## src/rtl/adc_link_pkg.sv

```systemverilog
package adc_link_pkg;
  typedef enum logic [1:0] {
    ST_POR   = 2'd0,
    ST_RUN   = 2'd1,
    ST_SLEEP = 2'd2,
    ST_WAKE  = 2'd3
  } link_state_e;
endpackage

```

## src/rtl/adc_link_sync.sv

```systemverilog
module adc_link_sync #(
  parameter int   STAGES  = 2,
  parameter logic RST_VAL = 1'b0
) (
  input  logic clk,
  input  logic rst,
  input  logic d,
  output logic q
);
  logic [STAGES-1:0] chain;

  always_ff @(posedge clk) begin
    if (rst) chain[0] <= RST_VAL;
    else     chain[0] <= d;
  end

  for (genvar g = 1; g < STAGES; g++) begin : g_stage
    always_ff @(posedge clk) begin
      if (rst) chain[g] <= RST_VAL;
      else     chain[g] <= chain[g-1];
    end
  end

  assign q = chain[STAGES-1];
endmodule

```

## src/rtl/adc_link_burst.sv

```systemverilog
module adc_link_burst #(
  parameter int READ_EDGES   = 32,
  parameter int CMD_EDGES    = 8,
  parameter int IDLE_TIMEOUT = 32,
  localparam int CNT_W  = $clog2(READ_EDGES + 1),
  localparam int IDLE_W = $clog2(IDLE_TIMEOUT + 1)
) (
  input  logic             clk,
  input  logic             rst,
  input  logic             clear,
  input  logic             rise,
  output logic [CNT_W-1:0] cnt,
  output logic             frame_end,
  output logic             cmd_seen
);
  logic [IDLE_W-1:0] idle;
  logic              armed;

  always_ff @(posedge clk) begin
    frame_end <= 1'b0;
    cmd_seen  <= 1'b0;
    if (rst || clear) begin
      cnt   <= '0;
      idle  <= '0;
      armed <= 1'b0;
    end else if (rise) begin
      idle  <= '0;
      armed <= 1'b1;
      if (cnt != CNT_W'(READ_EDGES)) cnt <= cnt + 1'b1;
    end else if (armed) begin
      if (idle == IDLE_W'(IDLE_TIMEOUT - 1)) begin
        armed     <= 1'b0;
        idle      <= '0;
        cnt       <= '0;
        cmd_seen  <= (cnt == CNT_W'(CMD_EDGES));
        frame_end <= (cnt == CNT_W'(READ_EDGES));
      end else begin
        idle <= idle + 1'b1;
      end
    end
  end
endmodule

```

## src/rtl/adc_link_frame.sv

```systemverilog
module adc_link_frame #(
  parameter int RES_W  = 24,
  parameter int STAT_W = 8,
  localparam int FRAME_W = RES_W + STAT_W,
  localparam int CNT_W   = $clog2(FRAME_W + 1),
  localparam int IDX_W   = $clog2(FRAME_W)
) (
  input  logic              clk,
  input  logic              rst,
  input  logic              load,
  input  logic [RES_W-1:0]  data,
  input  logic              ovr,
  input  logic [STAT_W-2:0] seq,
  input  logic [CNT_W-1:0]  pos,
  output logic              line
);
  logic [FRAME_W-1:0] frame_q;
  logic [CNT_W-1:0]   rev;

  always_ff @(posedge clk) begin
    if (rst)       frame_q <= '0;
    else if (load) frame_q <= {data, ovr, seq};
  end

  always_comb begin
    rev  = CNT_W'(FRAME_W) - pos;
    line = (pos == '0) ? 1'b0 : frame_q[IDX_W'(rev)];
  end
endmodule

```

## src/rtl/adc_link_ctrl.sv

```systemverilog
module adc_link_ctrl
  import adc_link_pkg::*;
#(
  parameter int RES_W        = 24,
  parameter int STAT_W       = 8,
  parameter int POR_CYCLES   = 490,
  parameter int CMD_EDGES    = 8,
  parameter int IDLE_TIMEOUT = 32,
  parameter int SYNC_STAGES  = 2,
  localparam int FRAME_W = RES_W + STAT_W,
  localparam int CNT_W   = $clog2(FRAME_W + 1),
  localparam int POR_W   = $clog2(POR_CYCLES + 1),
  localparam int SEQ_W   = STAT_W - 1
) (
  input  logic             clk,
  input  logic             rst,
  input  logic             csel_n_i,
  input  logic             sclk_i,
  input  logic             conv_done_i,
  input  logic [RES_W-1:0] conv_data_i,
  input  logic             osc_ready_i,
  output logic             sdo_o,
  output logic             sdo_oe_o,
  output logic             asleep_o,
  output logic             osc_en_o
);
  logic sclk_q, sclk_prev, csel_n_q, sel_q, rise;

  adc_link_sync #(.STAGES(SYNC_STAGES), .RST_VAL(1'b0)) u_sync_sclk (
    .clk(clk), .rst(rst), .d(sclk_i), .q(sclk_q)
  );
  adc_link_sync #(.STAGES(SYNC_STAGES), .RST_VAL(1'b1)) u_sync_csel (
    .clk(clk), .rst(rst), .d(csel_n_i), .q(csel_n_q)
  );

  always_ff @(posedge clk) begin
    if (rst) sclk_prev <= 1'b0;
    else     sclk_prev <= sclk_q;
  end

  assign sel_q = ~csel_n_q;
  assign rise  = sclk_q & ~sclk_prev;

  link_state_e      state;
  logic [POR_W-1:0] por_cnt;
  logic             ready, sleep_pend;
  logic [SEQ_W-1:0] seq;
  logic             capture, go_sleep;
  logic [CNT_W-1:0] edge_cnt;
  logic             frame_end, cmd_seen, line;

  assign capture  = (state == ST_RUN) && conv_done_i && !sleep_pend;
  assign go_sleep = (state == ST_RUN) && conv_done_i && sleep_pend;

  adc_link_burst #(
    .READ_EDGES(FRAME_W), .CMD_EDGES(CMD_EDGES), .IDLE_TIMEOUT(IDLE_TIMEOUT)
  ) u_burst (
    .clk(clk), .rst(rst), .clear(~sel_q | capture), .rise(rise),
    .cnt(edge_cnt), .frame_end(frame_end), .cmd_seen(cmd_seen)
  );

  adc_link_frame #(.RES_W(RES_W), .STAT_W(STAT_W)) u_frame (
    .clk(clk), .rst(rst), .load(capture), .data(conv_data_i),
    .ovr(ready), .seq(seq), .pos(edge_cnt), .line(line)
  );

  always_ff @(posedge clk) begin
    if (rst) begin
      state      <= ST_POR;
      por_cnt    <= '0;
      ready      <= 1'b0;
      sleep_pend <= 1'b0;
      seq        <= '0;
    end else begin
      unique case (state)
        ST_POR: begin
          if (por_cnt == POR_W'(POR_CYCLES - 1)) state <= ST_RUN;
          else por_cnt <= por_cnt + 1'b1;
        end
        ST_RUN: begin
          if (go_sleep) begin
            state      <= ST_SLEEP;
            sleep_pend <= 1'b0;
            ready      <= 1'b0;
          end else if (capture) begin
            ready <= 1'b1;
            seq   <= seq + 1'b1;
          end else if (cmd_seen && ready) begin
            sleep_pend <= 1'b1;
            ready      <= 1'b0;
          end else if (frame_end) begin
            ready <= 1'b0;
          end
        end
        ST_SLEEP: if (cmd_seen) state <= ST_WAKE;
        ST_WAKE:  if (osc_ready_i) state <= ST_RUN;
        default:  state <= ST_POR;
      endcase
    end
  end

  always_ff @(posedge clk) begin
    if (rst) begin
      sdo_o    <= 1'b1;
      sdo_oe_o <= 1'b0;
    end else begin
      sdo_oe_o <= sel_q;
      if (sel_q && state == ST_RUN && ready) sdo_o <= line;
      else                                    sdo_o <= 1'b1;
    end
  end

  assign asleep_o = (state == ST_SLEEP) || (state == ST_WAKE);
  assign osc_en_o = (state != ST_SLEEP);
endmodule

```

## config.mk

```make
export PLATFORM = sky130hd
export DESIGN_NAME = adc_link_ctrl
export DESIGN_NICKNAME = d
export VERILOG_FILES = /design/src/rtl/adc_link_pkg.sv /design/src/rtl/adc_link_sync.sv /design/src/rtl/adc_link_burst.sv /design/src/rtl/adc_link_frame.sv /design/src/rtl/adc_link_ctrl.sv
export SDC_FILE = /design/constraint.sdc
export NUM_CORES = 1
export LEC_CHECK = 0
export ABC_AREA = 0
export ABC_CLOCK_PERIOD_IN_PS = 2450
export BUFFER_PORTS_ARGS = -buffer_cell sky130_fd_sc_hd__buf_4
export CORE_UTILIZATION = 55
export DETAILED_ROUTE_END_ITERATION = 8
export PLACE_DENSITY_LB_ADDON = 0.05
export SLEW_MARGIN = 20
export SYNTH_ARGS = -nofsm -noshare
export SYNTH_HDL_FRONTEND = slang
export SYNTH_HIERARCHICAL = 1
export SYNTH_SLANG_ARGS = --single-unit
```

## constraint.sdc

```tcl
create_clock -name clk -period 2.45 [get_ports clk]
set_input_delay 0 -clock clk [delete_from_list [all_inputs] [get_ports clk]]
set_output_delay 0 -clock clk [all_outputs]
set_load 0.02 [all_outputs]
```

# Yosys cells after proc, flatten, opt, wreduce, memory -nomap -nowiden
# Index checks and enable logic that the tools add are counted.
classes:
  n_addsub: 5
  magnitude_cmp: 1
  eq_ne: 15
  muxes: 23
  bitwise_logic: 9
  reduce_logical: 24
op_table:
  columns: ["cell", "count"]
  rows:
  - ["two-way mux 6 bit", 5]
  - ["adder 6 x 1 -> 6 bit, second input constant", 2]
  - ["two-way mux 1 bit", 12]
  - ["adder 9 x 1 -> 9 bit, second input constant", 1]
  - ["== test 9 bit, second input constant", 1]
  - ["AND reduction 3 bit", 3]
  - ["two-way mux 2 bit", 4]
  - ["inequality test 2 bit, second input constant", 4]
  - ["one-hot mux 2 bit (4 select lines)", 1]
  - ["adder 7 x 1 -> 7 bit, second input constant", 1]
  - ["inverter 1 bit", 7]
  - ["== test 6 x 4 -> 1 bit, second input constant", 1]
  - ["== test 6 x 5 -> 1 bit, second input constant", 1]
  - ["== test 6 bit, second input constant", 1]
  - ["logical AND 1 bit", 6]
  - ["zero test 6 bit", 1]
  - ["less-than comparator 5 x 6 -> 1 bit, second input constant", 1]
  - ["inequality test 2 x 1 -> 1 bit, second input constant", 3]
  - ["inequality test 6 bit, second input constant", 1]
  - ["nonzero test 2 bit", 3]
  - ["binary-select mux 1 bit (select 5 bit)", 1]
  - ["subtractor 1 x 5 -> 5 bit, first input constant", 1]
  - ["== test 2 bit, second input constant", 2]
  - ["AND reduction 2 bit", 2]
  - ["other kinds (10)", 12]
word_totals:
  reg_bits: 74
  in_bits: 30
  out_inout_bits: 4
  word_cells: 95

# Longest topological paths before layout
depth:
  ltp_word: 6
  depth_mapped: 10
  ltp_nobuf: 8

# Modules after synthesis
# Netlist, hierarchy kept.
modules_own_cells:
  columns: ["mod", "instances", "cells_per_inst", "area_each_um2"]
  rows:
  - ["adc_link_frame", 1, 134, 1529.0]
  - ["adc_link_ctrl", 1, 117, 1104.8]
  - ["adc_link_burst", 1, 83, 739.5]
  - ["adc_link_sync", 2, 4, 52.6]

# Worst setup path before layout
# Ideal clock, no wire load.
synth_timing:
  path_kind: "reg2reg"
  start: "register u_burst.cnt[0]"
  end: "register sdo_o"
  setup_ns: 0.129
  t_arrival_ns: 2.109
  path_slack_ns: 0.212
  stages_incl_launch_ff: 10
  n_path_buf: 2
  period_less_slack_ns: 2.238
  path_cell_list: "dfxtp_1 > buf_6 > inv_1 > ha_1 > buf_4 > mux4_1 > mux2_2 > o21ai_2 > o211ai_2 > nand4b_1"
synth_between:
  elab_chain_cells: 4
  elab_cells_between_ends: 5
synth_rtl:
  columns: ["item", "line", "rtl"]
  rows:
  - ["start: declaration", "adc_link_burst.sv:12", "output logic [CNT_W-1:0] cnt,"]
  - ["start signal: assignment", "adc_link_burst.sv:29", "if (cnt != CNT_W'(READ_EDGES)) cnt <= cnt + 1'b1;"]
  - ["subtractor 1 x 5 -> 5 bit", "adc_link_frame.sv:26", "rev = CNT_W'(FRAME_W) - pos;"]
  - ["binary-select mux 1 bit (select 5 bit)", "adc_link_frame.sv:27", "line = (pos == '0) ? 1'b0 : frame_q[IDX_W'(rev)];"]
  - ["two-way mux 1 bit (implied by the code)", "adc_link_frame.sv:27", null]
  - ["two-way mux 1 bit (*)", "adc_link_frame.sv:27", null]
  - ["net line", "adc_link_ctrl.sv:50", "logic frame_end, cmd_seen, line;"]
  - ["end signal: assignment", "adc_link_ctrl.sv:108", "if (sel_q && state == ST_RUN && ready) sdo_o <= line;"]
  - ["end: declaration", "adc_link_ctrl.sv:22", "output logic sdo_o,"]
# Mark *: on every way through the listed nets, which the timed path passes. The rest lies on a longest branch. The select of a mux whose other input is x is not followed.
# A chain may end at the register's enable or synchronous reset.

# Final worst setup path
layout_timing:
  start: "register u_burst.cnt[1]"
  end: "register sdo_o"
# Same word-level chain as after synthesis.

==> impl_metrics.json <==
{
  "outcome": "complete, no violations",
  "power_leakage_nw": 1.59,
  "report.power.total_mw": 2.74,
  "worstSetupEndpointType": "register",
  "report.final.setup_viol": 0,
  "final_cell_mix": "74 x sky130_fd_sc_hd__dfxtp_1, 57 x sky130_fd_sc_hd__nor2_1, 38 x sky130_fd_sc_hd__buf_4",
  "first_pass_iteration_count_of_the_detailed_router": 4,
  "route.antenna.remaining_nets": 0,
  "seq_area_frac_synth": 0.426,
  "slew_viol_final": 0,
  "cp_cell_sequence": "inv_1 > ha_1 > mux4_1 > mux2_2 > o21ai_2 > o211ai_2 > nand4b_1",
  "fmaxAchievable_ghz": 0.474,
  "synth-seq-cells": 74,
  "vias": 2610,
  "met1_usage": 0.278,
  "fp-row-count": 28,
  "cts_num_sinks": 74,
  "syn-instance-count": 342,
  "layout.cells.most_common": "sky130_fd_sc_hd__dfxtp_1",
  "critical-path-max-stage-delay_ns": 0.54,
  "drt-total-wl_um": 6730,
  "clock_tree.htree_level_count": 3,
  "initialDrtViolationCount": 129,
  "final_period_minus_worst_setup_slack_ns": 2.11,
  "dieHeight_um": 81.5,
  "grt_first_pass_wirelength_um": 11000,
  "crit_path_top_delay_cell": "sky130_fd_sc_hd__mux4_1",
  "nFillCells": 469,
  "combined_area_of_all_synthesized_cells_sq_mm": 0.00348,
  "worst-endpoint-required_ns": 2.67,
  "worst_hold_slack_after_final_layout_ns": 0.135,
  "worst_hold_path_class": "in -> reg",
  "maxSlewHeadroom": 0.595,
  "cp_num_buf_inv": 1,
  "timing.critical_path.max_delay_family": "multiplexers",
  "globalplace.congestion": 0.771,
  "detailedPlacementHpwl_um": 4350,
  "clock-skew-final_ns": 0.00835,
  "layout-area-overhead-vs-synth_pct": 20.9,
  "clockRootBuffer": "sky130_fd_sc_hd__clkbuf_8",
  "finalHoldViolations": 0,
  "max-vdd-ir-drop_v": 0.000459,
  "yosys_warnings": 6,
  "max_cap_viol_count": 0,
  "cts_repair_resize_count": 0,
  "rsz0062_at_grt": "no",
  "floorplan.core_area_sq_mm": 0.00603,
  "avgRoutedWirePerCell_um": 14.0,
  "post_route_cells_drive_above_1_share": 0.177,
  "synth-main-ff-cell": "sky130_fd_sc_hd__dfxtp_1",
  "clk_pin_slew_worst_paths_ns": 0.07,
  "antenna-diode-count": 0,
  "tritoncts": "yes",
  "layout.nets": 445,
  "floorplan.initialDensity": 0.577,
  "met2_global_route_usage": 0.359,
  "mappedNetlistNets": 384,
  "grt_max_degree": 63,
  "path_class": "reg -> reg",
  "synth_cell_types": 52,
  "layout_worst_path_cycle_share": 0.860,
  "cellPowerDensity_mw_per_mm2": 651,
  "fin_tns_setup_ns": 0,
  "worstSkewPairLatency_ns": 0.34,
  "transition_time_at_the_pin_with_the_least_slew_margin_ns": 0.608,
  "port_buffers": 33,
  "floorplan.die.width_um": 81.5,
  "async_reset_ff_frac": 0,
  "timing.critical_path.from_type": "register",
  "critical_path.max_fanout": 8,
  "syn_area_per_cell_sq_um": 10.2,
  "gr-usage-all-layers": 0.221,
  "num_io_pins": 34,
  "grt_pass1_vias": 2371,
  "remaining_global_route_overflow": 0,
  "number_of_synthesized_flops_with_an_enable_pin": 0,
  "grt_busiest_layer": "met2",
  "drc": 0,
  "cts_made_buffers": 9,
  "grt_antenna_before_repair": 0,
  "grt_met3_use": 0.0444,
  "max-clock-path-buffers": 2,
  "crit_arrival_ns": 2.32,
  "vias_per_cell": 5.43,
  "fp.dieArea_sq_mm": 0.00665
}
sequential cells by signal, indices dropped and copies added, names as in the netlist, 2 cells and up:
name             cells
por_cnt              9
u_burst/cnt          6
u_burst/idle         6
seq                  7
u_frame/frame_q     32
state                2
tightest hold or removal path: stages:
cell                       delay [ns]
sky130_fd_sc_hd__buf_4           0.11
sky130_fd_sc_hd__inv_1           0.04
sky130_fd_sc_hd__a222oi_1        0.10
sky130_fd_sc_hd__nand4b_1        0.11
sky130_fd_sc_hd__o31ai_1         0.06
Yosys cell counts, types with 2 or more instances:
library cell               count  area share
sky130_fd_sc_hd__dfxtp_1      74        0.43
sky130_fd_sc_hd__nor2_1       57       0.062
sky130_fd_sc_hd__mux2i_1      37        0.11
sky130_fd_sc_hd__nand2_1      18       0.019
sky130_fd_sc_hd__ha_1         12       0.043
sky130_fd_sc_hd__inv_1        11       0.012
sky130_fd_sc_hd__a21oi_1      10       0.014
sky130_fd_sc_hd__xor2_1       10       0.025
sky130_fd_sc_hd__mux4_1        8       0.060
sky130_fd_sc_hd__xnor2_1       8       0.020
sky130_fd_sc_hd__clkbuf_1      6      0.0065
sky130_fd_sc_hd__nand4_1       6       0.011
sky130_fd_sc_hd__nor2b_1       6       0.011
sky130_fd_sc_hd__nor3_1        6      0.0086
sky130_fd_sc_hd__buf_2         5      0.0072
sky130_fd_sc_hd__nand3_1       5      0.0072
sky130_fd_sc_hd__o21ai_0       5      0.0072
sky130_fd_sc_hd__or3_1         5      0.0090
sky130_fd_sc_hd__mux2_2        4       0.013
sky130_fd_sc_hd__nor3b_1       4      0.0086
sky130_fd_sc_hd__nand4b_1      3      0.0076
sky130_fd_sc_hd__o31ai_1       3      0.0065
sky130_fd_sc_hd__or2_1         3      0.0054
sky130_fd_sc_hd__or2_2         3      0.0054
sky130_fd_sc_hd__a311oi_1      2      0.0050
sky130_fd_sc_hd__a31oi_1       2      0.0036
sky130_fd_sc_hd__a41oi_1       2      0.0050
sky130_fd_sc_hd__and4_1        2      0.0050
sky130_fd_sc_hd__buf_6         2      0.0065
stage by stage:
step	setup slack, ns	util	instance area [sq um]	instances
6_report	0.342	0.698	4210	481
5_1_grt	0.194	0.698	4210	481
4_1_cts	0.324	0.698	4210	481
3_5_place_dp	0.332	0.627	3780	440
3_3_place_gp	0.388	0.627	3780	440
2_1_floorplan	0.212	-	3480	342
metal layers:
layer | routed length [um] | vias up
met5 | 0 | -
met1 | 3220 | 1227
met2 | 3170 | 42
met4 | 108 | 0
met3 | 230 | 11
li1 | - | 1330
worst paths after layout:
kind	start	end	slack, ns	cells past startpoint
worst min register to register	u_sync_csel/chain[0]	u_sync_csel/q	0.41	1
worst min-delay path	osc_ready_i	state[1]	0.14	5
worst max register to register	u_burst/cnt[1]	sdo_o	0.34	7
worst max-delay path	u_burst/cnt[1]	sdo_o	0.34	7
power breakdown:
| part | switching, mW | total (mW) | internal, mW | leakage (nW) |
|---|---|---|---|---|
| clock | 0.407 | 0.788 | 0.381 | 0.0810 |
| combinational | 0.282 | 0.574 | 0.292 | 0.913 |
| sequential | 0.0787 | 1.37 | 1.30 | 0.598 |
| total | 0.768 | 2.74 | 1.97 | 1.59 |
cell type report:
class | instances | area, sq um | area share
Timing Repair Buffer | 65 | 556 | 0.132
Inverter | 11 | 41.3 | 0.00982
Clock inverter | 3 | 17.5 | 0.00417
Clock buffer | 11 | 141 | 0.0336
Tap cell | 75 | 93.8 | 0.0223
Sequential cell | 74 | 1480 | 0.352
Multi-Input combinational cell | 242 | 1870 | 0.446
cell families (layout without fill, tap and decap cells):
| group | count (synthesis) | after routing | synth area share |
|---|---|---|---|
| DFF | 74 | 74 | 0.426 |
| adders and majority gates | 12 | 12 | 0.0432 |
| xor gates and xnor gates | 18 | 18 | 0.0453 |
| and+or+nand+nor | 131 | 131 | 0.201 |
| buffers and inverters | 26 | 90 | 0.0356 |
| muxes | 49 | 49 | 0.180 |
| AOI/OAI and AO/OA | 32 | 32 | 0.0694 |
timing repair:
item / in CTS / in global routing
setup endpoints to repair: 0 / 0
hold buffers: 27 / 0
buffers inserted: 0 / 0
endpoints found under the hold margin: 27 / 0
Note: power is estimated with default switching activity, not from simulation.
